File: config.mk
export PLATFORM = sky130hd
export DESIGN_NAME = dma_req_arbiter
export DESIGN_NICKNAME = d
export VERILOG_FILES = /design/src/rtl/dma_arb_pkg.sv /design/src/rtl/dma_arb_datapath.sv /design/src/rtl/dma_arb_control.sv /design/src/rtl/dma_req_arbiter.sv
export SDC_FILE = /design/constraint.sdc
export NUM_CORES = 1
export LEC_CHECK = 0
export ABC_AREA = 1
export BUFFER_PORTS_ARGS = -buffer_cell sky130_fd_sc_hd__buf_2
export CORE_MARGIN = 2
export CORE_UTILIZATION = 44
export CTS_CLUSTER_DIAMETER = 100
export DETAILED_ROUTE_END_ITERATION = 7
export GPL_ROUTABILITY_DRIVEN = 0
export PLACE_DENSITY = 0.85
export SYNTH_ARGS = -nofsm -noshare
export SYNTH_HDL_FRONTEND = slang
export SYNTH_SLANG_ARGS = --single-unit
File: constraint.sdc
create_clock -name clk -period 0.95 [get_ports clk]
set_input_delay 0.19 -clock clk [delete_from_list [all_inputs] [get_ports clk]]
set_output_delay 0.19 -clock clk [all_outputs]
set_load 0.03 [all_outputs]
File: src/rtl/dma_arb_pkg.sv
package dma_arb_pkg;
  localparam int LVL_W = 2;

  typedef struct packed {
    logic capture;
    logic release_;
  } arbStrobes_t;
endpackage

File: src/rtl/dma_arb_datapath.sv
module dma_arb_datapath
  import dma_arb_pkg::*;
#(
  parameter int NCH  = 4,
  parameter int IDXW = (NCH > 1) ? $clog2(NCH) : 1
) (
  input  logic                  clk,
  input  logic                  rstN,
  input  logic [NCH-1:0]        chanEnable,
  input  logic [NCH-1:0]        memToMem,
  input  logic [NCH-1:0]        periphReq,
  input  logic [NCH-1:0]        swTrigger,
  input  logic [LVL_W*NCH-1:0]  prioLevel,
  input  arbStrobes_t           strobes,
  input  logic                  busy,
  input  logic                  xferDone,
  output logic                  anyReq,
  output logic [NCH-1:0]        grant,
  output logic [IDXW-1:0]       grantIdx
);
  logic [NCH-1:0]   qualReq;
  logic [LVL_W-1:0] lvlArr [NCH];

  // Per-channel request qualification: source mux, then enable gate
  for (genvar g = 0; g < NCH; g++) begin : gChan
    assign qualReq[g] = chanEnable[g] & (memToMem[g] ? swTrigger[g] : periphReq[g]);
    assign lvlArr[g]  = prioLevel[LVL_W*g +: LVL_W];
  end

  assign anyReq = |qualReq;

  // Highest class wins; strict compare keeps the lowest index on ties
  logic             winFound;
  logic [LVL_W-1:0] winLvl;
  logic [IDXW-1:0]  winIdx;

  always_comb begin
    winFound = 1'b0;
    winLvl   = '0;
    winIdx   = '0;
    for (int i = 0; i < NCH; i++) begin
      if (qualReq[i] && (!winFound || lvlArr[i] > winLvl)) begin
        winFound = 1'b1;
        winLvl   = lvlArr[i];
        winIdx   = IDXW'(i);
      end
    end
  end

  logic [NCH-1:0]  grantQ;
  logic [IDXW-1:0] idxQ;

  always_ff @(posedge clk or negedge rstN) begin
    if (!rstN) begin
      grantQ <= '0;
      idxQ   <= '0;
    end else if (strobes.release_) begin
      grantQ <= '0;
      idxQ   <= '0;
    end else if (strobes.capture) begin
      grantQ <= NCH'(1) << winIdx;
      idxQ   <= winIdx;
    end
  end

  assign grant    = grantQ;
  assign grantIdx = idxQ;

  p_onehot_r6: assert property (@(posedge clk) disable iff (!rstN)
    $onehot0(grantQ));

  p_busy_match_r6: assert property (@(posedge clk) disable iff (!rstN)
    busy == (grantQ != '0));

  p_enabled_only_r3: assert property (@(posedge clk) disable iff (!rstN)
    strobes.capture |=> (grantQ & $past(chanEnable)) != '0);

  p_hold_r8: assert property (@(posedge clk) disable iff (!rstN)
    (busy && !xferDone) |=> ($stable(grantQ) && $stable(idxQ)));

  p_idx_match_r6: assert property (@(posedge clk) disable iff (!rstN)
    (grantQ != '0) |-> grantQ[idxQ]);
endmodule

File: src/rtl/dma_arb_control.sv
module dma_arb_control
  import dma_arb_pkg::*;
(
  input  logic        clk,
  input  logic        rstN,
  input  logic        anyReq,
  input  logic        xferDone,
  output arbStrobes_t strobes,
  output logic        busy
);
  typedef enum logic {ST_IDLE, ST_BUSY} arbState_t;

  arbState_t stateQ, stateD;

  always_comb begin
    stateD           = stateQ;
    strobes.capture  = 1'b0;
    strobes.release_ = 1'b0;
    case (stateQ)
      ST_IDLE: if (anyReq) begin
        strobes.capture = 1'b1;
        stateD          = ST_BUSY;
      end
      ST_BUSY: if (xferDone) begin
        strobes.release_ = 1'b1;
        stateD           = ST_IDLE;
      end
      default: stateD = ST_IDLE;
    endcase
  end

  always_ff @(posedge clk or negedge rstN) begin
    if (!rstN) stateQ <= ST_IDLE;
    else       stateQ <= stateD;
  end

  assign busy = (stateQ == ST_BUSY);

  p_release_r9: assert property (@(posedge clk) disable iff (!rstN)
    (busy && xferDone) |=> !busy);

  p_idle_done_r10: assert property (@(posedge clk) disable iff (!rstN)
    (!busy && !anyReq && xferDone) |=> !busy);

  p_capture_r7: assert property (@(posedge clk) disable iff (!rstN)
    (!busy && anyReq) |=> busy);
endmodule

File: src/rtl/dma_req_arbiter.sv
module dma_req_arbiter
  import dma_arb_pkg::*;
#(
  parameter int NCH  = 4,
  localparam int IDXW = (NCH > 1) ? $clog2(NCH) : 1
) (
  input  logic                 clk,
  input  logic                 rstN,
  input  logic [NCH-1:0]       chanEnable,
  input  logic [NCH-1:0]       memToMem,
  input  logic [NCH-1:0]       periphReq,
  input  logic [NCH-1:0]       swTrigger,
  input  logic [LVL_W*NCH-1:0] prioLevel,
  input  logic                 xferDone,
  output logic [NCH-1:0]       grant,
  output logic [IDXW-1:0]      grantIdx,
  output logic                 grantValid
);
  arbStrobes_t strobes;
  logic        anyReq;
  logic        busy;

  dma_arb_control uCtrl (
    .clk      (clk),
    .rstN     (rstN),
    .anyReq   (anyReq),
    .xferDone (xferDone),
    .strobes  (strobes),
    .busy     (busy)
  );

  dma_arb_datapath #(.NCH(NCH), .IDXW(IDXW)) uPath (
    .clk        (clk),
    .rstN       (rstN),
    .chanEnable (chanEnable),
    .memToMem   (memToMem),
    .periphReq  (periphReq),
    .swTrigger  (swTrigger),
    .prioLevel  (prioLevel),
    .strobes    (strobes),
    .busy       (busy),
    .xferDone   (xferDone),
    .anyReq     (anyReq),
    .grant      (grant),
    .grantIdx   (grantIdx)
  );

  assign grantValid = busy;
endmodule

# Word level (Yosys, flattened, before mapping)
# Index checks and enable logic that the tools add are counted.
[classes]
n_reduce_logical = 11
mux = 23
order_cmp = 3
n_shift = 1
bitwise_logic = 5
[ops]
columns = ["cell", "count"]
rows = [
  ["$mux 2", 7],
  ["$mux 1", 13],
  ["$mux 4", 2],
  ["$gt 2x2->1", 3],
  ["$and 1x1->1", 4],
  ["$reduce_or 4->1", 1],
  ["$shl 1x2->4 const A", 1],
  ["$logic_and 1x1->1", 3],
  ["$logic_not 1->1", 3],
  ["$logic_or 1x1->1", 3],
  ["$pmux 1 s2", 1],
  ["$reduce_bool 2->1", 1],
  ["$not 1->1", 1],
]
[word_totals]
regBits = 7
word_cells = 46

# Longest topological paths before layout
# Gate-level depths: netlist (run 1).
[logic_depth]
word_depth = 18
ltp_mapped = 30
depth_no_buf = 30

# Hierarchy
# From an unflattened synthesis (run 1), not the netlist that was laid out.
[hier_totals]
cells_unflattened = 108
hier_area_um2 = 774.5
[modules_own_cells]
columns = ["module", "area_each_um2", "n_inst", "cells_each", "seq_area_each_um2"]
rows = [
  ["dma_arb_datapath", 714.4, 1, 99, 150.1],
  ["dma_arb_control", 60.1, 1, 9, 25.0],
]

# Least setup slack after synthesis (run 1)
# Ideal clock, no wire load.
[synth_path]
path_type = "input -> register"
from = "in swTrigger[0]"
to = "reg uPath.idxQ[1] (netlist: uPath.grantIdx[1])"
path_stages = 30
path_slack_ns = -2.027
required_ns = 0.832
arrival_time_ns = 2.859
setup_ns = 0.118
path_cell_list = "inv_1 > nand2_1 > nand3_2 > nor2_1 > inv_1 > ha_1 > inv_1 > o21bai_1 > nand2_1 > nand2_1 > nand2_2 > nand2_1 > o21ai_2 > ha_1 > inv_1 > nor2_1 > o21ai_0 > nand2_1 > nand2_4 > nand2_1 > o21ai_0 > ha_1 > inv_1 > nor2_1 > o21ai_0 > nand2_1 > nand2_1 > nand2_1 > nand2_1 > nand2_1"
[synth_via]
elab_chain_cells = 17
[synth_rtl]
columns = ["element", "line_no", "source"]
rows = [
  ["start: declaration", "dma_req_arbiter.sv:12", "input logic [NCH-1:0] swTrigger,"],
  ["$mux 1 *", "dma_arb_datapath.sv:26", "assign qualReq[g] = chanEnable[g] & (memToMem[g] ? swTrigger[g] : periphReq[g]);"],
  ["$and 1x1->1 *", "dma_arb_datapath.sv:26", ""],
  ["$mux 2 or $mux 1 (tied branches)", "dma_arb_datapath.sv:42", "if (qualReq[i] && (!winFound || lvlArr[i] > winLvl)) begin"],
  ["$gt 2x2->1 or $logic_not 1->1 (tied branches)", "dma_arb_datapath.sv:42", ""],
  ["$logic_or 1x1->1", "dma_arb_datapath.sv:42", ""],
  ["$logic_and 1x1->1", "dma_arb_datapath.sv:42", ""],
  ["$mux 2 or $mux 1 (tied branches)", "dma_arb_datapath.sv:42", ""],
  ["$gt 2x2->1 or $logic_not 1->1 (tied branches)", "dma_arb_datapath.sv:42", ""],
  ["$logic_or 1x1->1", "dma_arb_datapath.sv:42", ""],
  ["$logic_and 1x1->1", "dma_arb_datapath.sv:42", ""],
  ["$mux 2 or $mux 1 (tied branches)", "dma_arb_datapath.sv:42", ""],
  ["$gt 2x2->1 or $logic_not 1->1 (tied branches)", "dma_arb_datapath.sv:42", ""],
  ["$logic_or 1x1->1", "dma_arb_datapath.sv:42", ""],
  ["$logic_and 1x1->1", "dma_arb_datapath.sv:42", ""],
  ["$mux 2", "dma_arb_datapath.sv:42", ""],
  ["$mux 2", "dma_arb_datapath.sv:60", "end else if (strobes.capture) begin"],
  ["$mux 2", "dma_arb_datapath.sv:57", "end else if (strobes.release_) begin"],
  ["end signal: assignment", "dma_arb_datapath.sv:62", "idxQ <= winIdx;"],
  ["end: declaration", "dma_arb_datapath.sv:51", "logic [IDXW-1:0] idxQ;"],
]
# Every way passes the cells marked *; elsewhere a longest branch is shown, timed or not. The select of a mux whose other input is x is not followed.
# A chain may end at the register's enable or synchronous reset.

# Worst setup path in the final report (run 1)
[layout_path]
from = "in memToMem[0]"
to = "reg uPath.idxQ[0] (netlist: uPath.grantIdx[0])"
[layout_via]
elab_chain_cells = 17
[layout_rtl]
columns = ["element", "line_no", "source"]
rows = [
  ["start: declaration", "dma_req_arbiter.sv:10", "input logic [NCH-1:0] memToMem,"],
  ["$mux 1 *", "dma_arb_datapath.sv:26", ""],
  ["$and 1x1->1 *", "dma_arb_datapath.sv:26", ""],
  ["$mux 2 or $mux 1 (tied branches)", "dma_arb_datapath.sv:42", ""],
  ["$gt 2x2->1 or $logic_not 1->1 (tied branches)", "dma_arb_datapath.sv:42", ""],
  ["$logic_or 1x1->1", "dma_arb_datapath.sv:42", ""],
  ["$logic_and 1x1->1", "dma_arb_datapath.sv:42", ""],
  ["$mux 2 or $mux 1 (tied branches)", "dma_arb_datapath.sv:42", ""],
  ["$gt 2x2->1 or $logic_not 1->1 (tied branches)", "dma_arb_datapath.sv:42", ""],
  ["$logic_or 1x1->1", "dma_arb_datapath.sv:42", ""],
  ["$logic_and 1x1->1", "dma_arb_datapath.sv:42", ""],
  ["$mux 2 or $mux 1 (tied branches)", "dma_arb_datapath.sv:42", ""],
  ["$gt 2x2->1 or $logic_not 1->1 (tied branches)", "dma_arb_datapath.sv:42", ""],
  ["$logic_or 1x1->1", "dma_arb_datapath.sv:42", ""],
  ["$logic_and 1x1->1", "dma_arb_datapath.sv:42", ""],
  ["$mux 2", "dma_arb_datapath.sv:42", ""],
  ["$mux 2", "dma_arb_datapath.sv:60", ""],
  ["$mux 2", "dma_arb_datapath.sv:57", ""],
]
# Marked as above.

==> impl_metrics.py, run 1 <==
metrics = {
    "sta": {
        "setup-violations-final": 13,
        "clock_skew_ns": 0.000261,
        "slew_headroom_pct": 87.2,
        "rsz0062_at_grt": "true",
        "min_period_ns": 3.04,
        "final-max-slew-violation-count": 0,
        "max_freq_ghz": 0.329,
        "fin_ws_ns": -2.09,
        "setup_tns_ns": -12.64,
        "tightestPinTransition_ns": 0.192,
        "min_period_over_period_pct": 320,
        "hold_violations": 0,
    },
    "floorplan": {
        "die_area_um2": 1910,
        "io_pins": 34,
        "core_area_um2": 1490,
        "initial_utilization_pct": 46.7,
        "fp-row-count": 14,
        "die_x_um": 43.8,
        "die-height_um": 43.8,
    },
    "setup_path": {
        "start_kind": "primary input",
        "crit_path_frequent_cell": "nand2_1",
        "cp.required_ns": 1.09,
        "critPathCaptureType": "register",
        "cp.arrival_ns": 3.18,
        "crit_slowest_cell": "ha_1",
        "critPathKind": "in -> reg",
        "slowest_delay_ns": 0.33,
        "critPathMaxFanout": 6,
    },
    "hold_path": {
        "min_path_type": "in -> reg",
    },
    "final_layout": {
        "design_area_um2": 1280,
        "layout.nets": 205,
        "synthToLayoutAreaGrowth_pct": 83.5,
        "multi_input_area_um2": 502,
        "diodes": 0,
        "seqCellArea_um2": 176,
        "drive_gt1_share_pct": 52.0,
        "n_fill_cell": 88,
    },
    "route": {
        "drc_errors": 0,
        "avgRoutedWirePerCell_um": 10.7,
        "m1WireLength_um": 643,
        "vias": 867,
        "dr_wl_met2_um": 1250,
        "wl_met3_um": 75,
        "wl_um": 2000,
        "dr.first_iter.drc_count": 13,
        "first_pass_iters": 4,
        "ant_nets": 0,
        "avgViaCountPerCell": 4.64,
        "top_layer_used": "met4",
    },
    "logic_synthesis": {
        "syn_area_per_cell_um2": 6.38,
        "yosysSeqAreaShare_pct": 25.2,
        "synth_warnings": 0,
        "ys_ff_latch": 7,
        "syn_area_um2": 696,
        "synth_cell_types": 15,
        "synthCells": 109,
        "synth.net_count": 142,
    },
    "global_route": {
        "antenna_found_initial": 0,
        "overflow": 0,
        "grt_max_degree": 8,
        "grt_pass1_vias": 869,
        "grt_pass1_wl_um": 3150,
        "grt_usage_pct": 21.5,
    },
    "power": {
        "leakage_nw": 0.783,
        "ir_worst_vdd_mv": 0.567,
        "power.density_nw_per_um2": 1190,
    },
    "placed_design": {
        "port_buffers": 33,
        "dp_slack_ns": -2.47,
        "dpl_cell_area_um2": 1000,
        "dp_hpwl_um": 1340,
    },
    "clocking": {
        "cts.root.buffer_cell": "clkbuf_4",
        "clockBufferDepth": 2,
        "clock-sinks": 7,
        "htreeDepth": 1,
        "cts_tree": "done",
        "clk_pin_slew_worst_paths_ns": 0.05,
        "insertion_delay_ns": 0.25,
        "cts_buffers": 3,
    },
    "run_status": {
        "violations": "negative setup slack",
        "outcome": "finished with violations",
    },
    "flow_run": {
        "drv_cap": 0,
    },
}
[metrics by stage]
stage	util [%]	power, W	instances	hold slack [ns]
after global placement	67.2	0.000965	169	0.0233
after detailed placement	67.2	0.000997	169	0.0275
after global routing	85.7	0.00162	187	0.311
after floorplan	-	0.000774	109	-0.106
after CTS	79.7	0.00141	182	0.254
final	85.7	0.00152	187	0.255
[worst max-delay path, delay by kind of cell]
family	cells	cell delay [ns]
compound gates	5	0.45
fa+ha+maj	3	0.87
buf+inv	6	0.33
simple gates	17	1.30
[worst paths after layout]
path                           startpoint  slack [ns]  cells past startpoint                end
max in group asynchronous            rstN        0.47                      2         uCtrl.busy
hold reg to reg            uPath.grant[2]        0.54                      2     uPath.grant[2]
setup / recovery              memToMem[0]       -2.09                     31  uPath.grantIdx[0]
min in group asynchronous            rstN        0.32                      2     uPath.grant[3]
hold / removal                   xferDone        0.25                      4         uCtrl.busy
setup reg to reg               uCtrl.busy           0                      4     uPath.grant[3]
[cells by family after synthesis]
group                    synth area share, %
buffers and inverters                   15.6
adder cells (fa/ha/maj)                 10.8
flip-flops                              25.2
AO/OA/AOI/OAI                           7.91
AND/OR/NAND/NOR                         40.5
[repair_timing]
action,4_1_cts,5_1_grt
pin swaps,24,15
endpoints found under the hold margin,7,0
resized for setup,26,12
setup endpoints to repair,13,13
hold buffers,1,0
setup buffers,8,5
[synth_stat cells, drive strengths merged]
| master | instances | share of area, % |
|---|---|---|
| nand2 | 42 | 25 |
| inv | 29 | 16 |
| nor2 | 8 | 7.6 |
| dfrtp | 7 | 25 |
| o21ai | 7 | 6.1 |
| ha | 6 | 11 |
| nand3 | 5 | 5.0 |
| nand4 | 3 | 2.7 |
| a21oi | 1 | 0.72 |
| o21bai | 1 | 1.1 |
[layer usage]
metal	GRT usage [%]	vias up
met5	0	-
met4	9.09	0
met3	2.08	4
met2	46.5	25
met1	18.9	389
li1	-	449
[placed cells by master (no fill, tap or decap), types with 3 or more instances in the layout]
cell,count
buf_2,23
buf_4,24
buf_6,8
clkbuf_4,3
dfrtp_1,6
ha_1,4
inv_1,23
inv_2,3
nand2_1,33
nand2_2,6
nand3_1,3
nand4_1,3
nor2_4,5
[layout make-up]
cell class	instances	share of cell area, %
Inverter	29	9.90
Tap cell	16	1.57
Timing Repair Buffer	58	33.3
Sequential cell	7	13.8
Clock buffer	4	2.06
Multi-Input combinational cell	73	39.3
[sequential cells by signal, indices dropped and copies added (netlist names)]
| name | flops |
|---|---|
| uPath.grant | 4 |
| uPath.grantIdx | 2 |
| uCtrl.busy | 1 |
[power breakdown]
part           leakage [nW]  switching [W]  internal (W)  total [W]
logic                 0.678       0.000442      0.000426   0.000868
clock network        0.0150       0.000102      0.000160   0.000261
registers            0.0903      0.0000438      0.000350   0.000394
Power figures use the tool's default switching activity.
==> inputs of run 2 (changes only) <==
CAP_MARGIN = 10   (was not set)
GPL_TIMING_DRIVEN = 0   (was not set)
==> impl_metrics.py, run 2 (synthesis gave the netlist of run 1 again) <==
metrics = {
    "power": {
        "switching_share_pct": 38.9,
        "switchingPower_w": 0.000598,
        "power.density_nw_per_um2": 1220,
        "p_seq_share_pct": 25.7,
        "leakage_nw": 0.764,
        "power_w": 0.00154,
        "p_clk_share_pct": 17.0,
        "p_comb_share_pct": 57.4,
        "ir_worst_vdd_mv": 0.542,
        "p_int_w": 0.000939,
    },
    "floorplan": {
        "die_x_um": 43.8,
        "io_pins": 34,
        "die_area_um2": 1910,
        "initial_utilization_pct": 46.7,
        "die-height_um": 43.8,
        "core_area_um2": 1490,
        "fp-row-count": 14,
    },
    "clocking": {
        "clock-sinks": 7,
        "clk_pin_slew_worst_paths_ns": 0.05,
        "insertion_delay_ns": 0.24,
        "clockBufferDepth": 2,
        "htreeDepth": 1,
        "cts.root.buffer_cell": "clkbuf_4",
        "cts_buffers": 3,
        "cts_tree": "done",
    },
    "hold_path": {
        "min_path_type": "in -> reg",
        "worstHoldEndpoint": "uCtrl.busy",
        "hold_depth": 4,
        "hp-start": "xferDone",
    },
    "flow_run": {
        "drv_cap": 0,
    },
    "setup_path": {
        "crit_path_frequent_cell": "nand2_1",
        "slowest_delay_ns": 0.26,
        "r2r_start": "uCtrl.busy",
        "cp.arrival_ns": 3.09,
        "cp.required_ns": 1.08,
        "reg2reg_to": "uPath.grant[3]",
        "critPathCaptureType": "register",
        "crit_slowest_cell": "ha_4",
        "critPathMaxFanout": 6,
        "start_kind": "primary input",
        "reg2reg_slack_ns": 0,
        "critPathKind": "in -> reg",
        "rr_worst_depth": 5,
    },
    "sta": {
        "setup-violations-final": 13,
        "final-max-slew-violation-count": 0,
        "tightestPinTransition_ns": 0.214,
        "setup_tns_ns": -12.07,
        "min_period_ns": 2.96,
        "fin_ws_ns": -2.01,
        "clock_skew_ns": 0.000886,
        "rsz0062_at_grt": "true",
        "min_period_over_period_pct": 311,
        "slew_headroom_pct": 85.7,
        "hold_violations": 0,
        "max_freq_ghz": 0.338,
    },
    "final_layout": {
        "diodes": 0,
        "utilization_pct": 84.6,
        "layout_commonest_cell": "nand2_1",
        "final_cell_mix": "nand2_1, inv_1, buf_2, buf_4",
        "drive_gt1_share_pct": 53.9,
        "synthToLayoutAreaGrowth_pct": 81.1,
        "layout.nets": 199,
        "largest_reg_flops": 4,
    },
    "route": {
        "first_pass_iters": 4,
        "drc_errors": 0,
        "wl_um": 2040,
        "avgViaCountPerCell": 4.74,
        "ant_nets": 0,
        "avgRoutedWirePerCell_um": 11.3,
        "vias": 858,
        "dr.first_iter.drc_count": 12,
    },
    "global_route": {
        "grt_usage_pct": 21.3,
        "grt_pass1_vias": 869,
        "overflow": 0,
        "antenna_found_initial": 0,
        "grt_pass1_wl_um": 3130,
        "grt_max_degree": 8,
    },
    "placed_design": {
        "port_buffers": 33,
        "dp_hpwl_um": 1250,
    },
    "run_status": {
        "outcome": "finished with violations",
        "violations": "negative setup slack",
    },
}
-- run 2: cell count changes in the layout (fill, tap and decap cells not counted), moves of 2 or more --
cell,change
ha_4,+2
nand2_2,+2
buf_4,-6
ha_1,-2
nand2_1,-3
nand2_4,+2
o21ai_2,+2
-- run 2: worst max path at each step --
stage / from / endpoint / cells past startpoint
6_report: memToMem[0] / uPath.grant[0] / 29
5_1_grt: memToMem[0] / uPath.grant[0] / 29
4_1_cts: memToMem[0] / uPath.grantIdx[1] / 30
3_5_place_dp: swTrigger[0] / uPath.grantIdx[1] / 31
3_3_place_gp: swTrigger[0] / uPath.grantIdx[0] / 31
2_1_floorplan: swTrigger[0] / uPath.grantIdx[1] / 30
-- run 2: metal layers --
layer  wire length (um)  track usage (%)  up-vias  share of wire [%]
met5                  0                0        -                  0
met1                669             18.2      387                 33
met4                 62             8.48        0                3.0
met2               1230             47.1       25                 60
met3                 76             1.67        8                3.7
li1                   -                -      438                  -
-- run 2: what timing repair did --
| action | 4_1_cts | 5_1_grt |
|---|---|---|
| pin swaps | 28 | 13 |
| hold buffers | 1 | 0 |
| gates resized for setup | 31 | 13 |
| hold endpoints to repair | 7 | 0 |
| endpoints found under the setup margin | 13 | 13 |
| buffers inserted | 15 | 3 |
-- run 2: power groups by stage --
stage	Sequential, W	Combinational, W	Clock [W]
after floorplan	0.000486	0.000289	0
after global placement	0.000382	0.000541	0
after detailed placement	0.000384	0.000563	0
after CTS	0.000389	0.000761	0.000270
after global routing	0.000400	0.000952	0.000285
final	0.000395	0.000882	0.000261
-- run 2: layout make-up --
type,instances,area (um2)
Multi-Input combinational cell,73,531
Timing Repair Buffer,52,380
Fill cell,83,229
Sequential cell,7,176
Inverter,29,126
Clock buffer,4,26.3
Tap cell,16,20.0
-- run 2: stage by stage --
stage          hold WS [ns]  std cells  area, um2  setup WS, ns
2_1_floorplan        -0.106        109        733         -1.99
6_report              0.258        181       1260         -2.01
3_3_place_gp         0.0238        158        918         -2.40
4_1_cts               0.255        178       1170         -1.95
3_5_place_dp         0.0305        158        918         -2.55
5_1_grt               0.303        181       1260         -2.17
-- run 2: worst max-delay path, delay by kind of cell --
family | cells | cell delay, ns
AND/OR/NAND/NOR | 15 | 1.21
buffers and inverters | 6 | 0.38
AO/OA/AOI/OAI | 5 | 0.57
adder cells (fa/ha/maj) | 3 | 0.72
==> inputs of run 3 (changes only) <==
BUFFER_PORTS_ARGS = not set   (was -buffer_cell sky130_fd_sc_hd__buf_2)
CORE_UTILIZATION = 50   (was 44)
DONT_BUFFER_PORTS = 1   (was not set)
PLACE_DENSITY = 0.73   (was 0.85)
RECOVER_POWER = 25   (was not set)
==> impl_metrics.py, run 3 (synthesis gave the netlist of run 1 again) <==
metrics = {
    "sta": {
        "tightestPinTransition_ns": 0.310,
        "min_period_over_period_pct": 298,
        "slew_headroom_pct": 79.2,
        "setup-violations-final": 7,
        "fin_ws_ns": -1.88,
        "min_period_ns": 2.83,
        "rsz0062_at_grt": "true",
        "hold_violations": 0,
        "hold_slack_ns": 0.165,
        "clock_skew_ns": 0.00381,
        "max_freq_ghz": 0.353,
        "final-max-slew-violation-count": 0,
    },
    "floorplan": {
        "core_area_um2": 1300,
        "initial_utilization_pct": 53.5,
        "die-height_um": 41.3,
        "die_area_um2": 1710,
        "io_pins": 34,
        "die_x_um": 41.3,
        "fp-row-count": 13,
    },
    "final_layout": {
        "final_cell_mix": "nand2_1, inv_1, buf_4, nand2_2, dfrtp_2",
        "diodes": 0,
        "design_area_um2": 961,
        "drive_gt1_share_pct": 38.4,
        "synthToLayoutAreaGrowth_pct": 38.1,
        "layout_commonest_cell": "nand2_1",
        "layout.nets": 159,
        "largest_reg_flops": 4,
    },
    "power": {
        "leakage_nw": 0.563,
        "power_w": 0.00123,
        "ir_worst_vdd_mv": 0.500,
        "power.density_nw_per_um2": 1280,
    },
    "hold_path": {
        "min_path_type": "in -> reg",
        "hp-start": "xferDone",
    },
    "placed_design": {
        "dpl_cell_area_um2": 752,
        "dp_hpwl_um": 1100,
        "port_buffers": 0,
        "dp_slack_ns": -2.33,
    },
    "clocking": {
        "cts_tree": "done",
        "cts.root.buffer_cell": "clkbuf_4",
        "insertion_delay_ns": 0.25,
        "cts_buffers": 3,
        "clock-sinks": 7,
        "clockBufferDepth": 2,
        "clk_pin_slew_worst_paths_ns": 0.05,
        "htreeDepth": 1,
    },
    "setup_path": {
        "r2r_start": "uCtrl.busy",
        "start_kind": "primary input",
        "reg2reg_to": "uPath.grant[2]",
        "startpoint": "swTrigger[0]",
        "crit_slowest_cell": "ha_1",
        "reg2reg_slack_ns": -0.08,
        "cp_top_family": "simple AND/OR/NAND/NOR gates",
        "path_depth": 28,
        "slowest_delay_ns": 0.29,
        "critPathCaptureType": "register",
        "critPathKind": "in -> reg",
        "cp.required_ns": 1.12,
        "rr_worst_depth": 5,
        "critPathMaxFanout": 6,
        "critPathCapture": "uPath.grant[3]",
        "cp.arrival_ns": 3.00,
        "path_buf_inv": 6,
    },
    "global_route": {
        "top_usage_layer": "met2",
        "grt_pass1_wl_um": 2190,
        "overflow": 0,
        "grt_util_met1_pct": 22.1,
        "use_met2_pct": 35.5,
        "grt_pass1_vias": 573,
        "grt_usage_pct": 19.8,
        "grt_max_degree": 8,
        "antenna_found_initial": 0,
        "grt_use_met3_pct": 2.13,
    },
    "route": {
        "dr.first_iter.drc_count": 12,
        "drc_errors": 0,
        "avgViaCountPerCell": 4.85,
        "first_pass_iters": 4,
        "avgRoutedWirePerCell_um": 10.4,
        "wl_um": 1460,
        "ant_nets": 0,
        "vias": 679,
    },
    "run_status": {
        "outcome": "finished with violations",
        "violations": "negative setup slack",
    },
    "flow_run": {
        "drv_cap": 0,
    },
}
==> run 3: cell count changes in the layout (fill, tap and decap cells not counted), moves of 3 or more <==
cell / change
buf_6: -7
buf_4: -8
buf_2: -23
ha_4: -3
dfrtp_2: +5
dfrtp_1: -5
ha_1: +3
==> run 3: what timing repair did <==
| item | 4_1_cts | 5_1_grt |
|---|---|---|
| endpoints found under the hold margin | 7 | 0 |
| setup buffers | 8 | 3 |
| gates resized for setup | 9 | 20 |
| pin swaps | 23 | 15 |
| hold buffers | 1 | 0 |
| setup endpoints to repair | 11 | 12 |
==> run 3: metrics by stage <==
stage               utilization, %  instances  setup TNS [ns]
floorplan                        -        109          -11.70
global placement              57.8        124          -13.37
detailed placement            57.8        124          -13.68
CTS                           67.4        137          -10.94
global route                  73.8        140          -12.46
finish                        73.8        140          -11.09
==> run 3: worst reg2reg max path, delay by kind of cell, from the launching register on <==
| kind | cells | cell delay [ns] |
|---|---|---|
| flip-flops | 1 | 0.50 |
| buffers and inverters | 1 | 0.07 |
| AND/OR/NAND/NOR | 4 | 0.39 |
==> run 3: final cells by class <==
type | count | area, um2
inverters | 29 | 140
multi-input cells | 73 | 497
fillers | 101 | 340
clock buffers | 4 | 26.3
well taps | 15 | 18.8
repair buffers | 12 | 96.3
flip-flops and latches | 7 | 183
==> run 3: how the worst min path moves through the flow <==
stage                     slack (ns)             end  cells after the start
final                           0.16      uCtrl.busy                      3
after global routing            0.18      uCtrl.busy                      3
after CTS                       0.17      uCtrl.busy                      3
after detailed placement       -0.11  uPath.grant[3]                      0
after global placement         -0.11  uPath.grant[3]                      0
after floorplan                -0.11      uCtrl.busy                      0
==> run 3: per-layer routing <==
metal,vias up,wire length (um)
met2,25,792
met5,-,0
met4,0,16
met3,3,77
met1,294,568
li1,357,-
==> run 3: power breakdown <==
part	internal [W]	leakage (nW)	total (W)	switching, W
clock	0.000160	0.0150	0.000270	0.000110
sequential	0.000356	0.0828	0.000501	0.000145
combinational	0.000209	0.465	0.000458	0.000250
total	0.000725	0.563	0.00123	0.000505
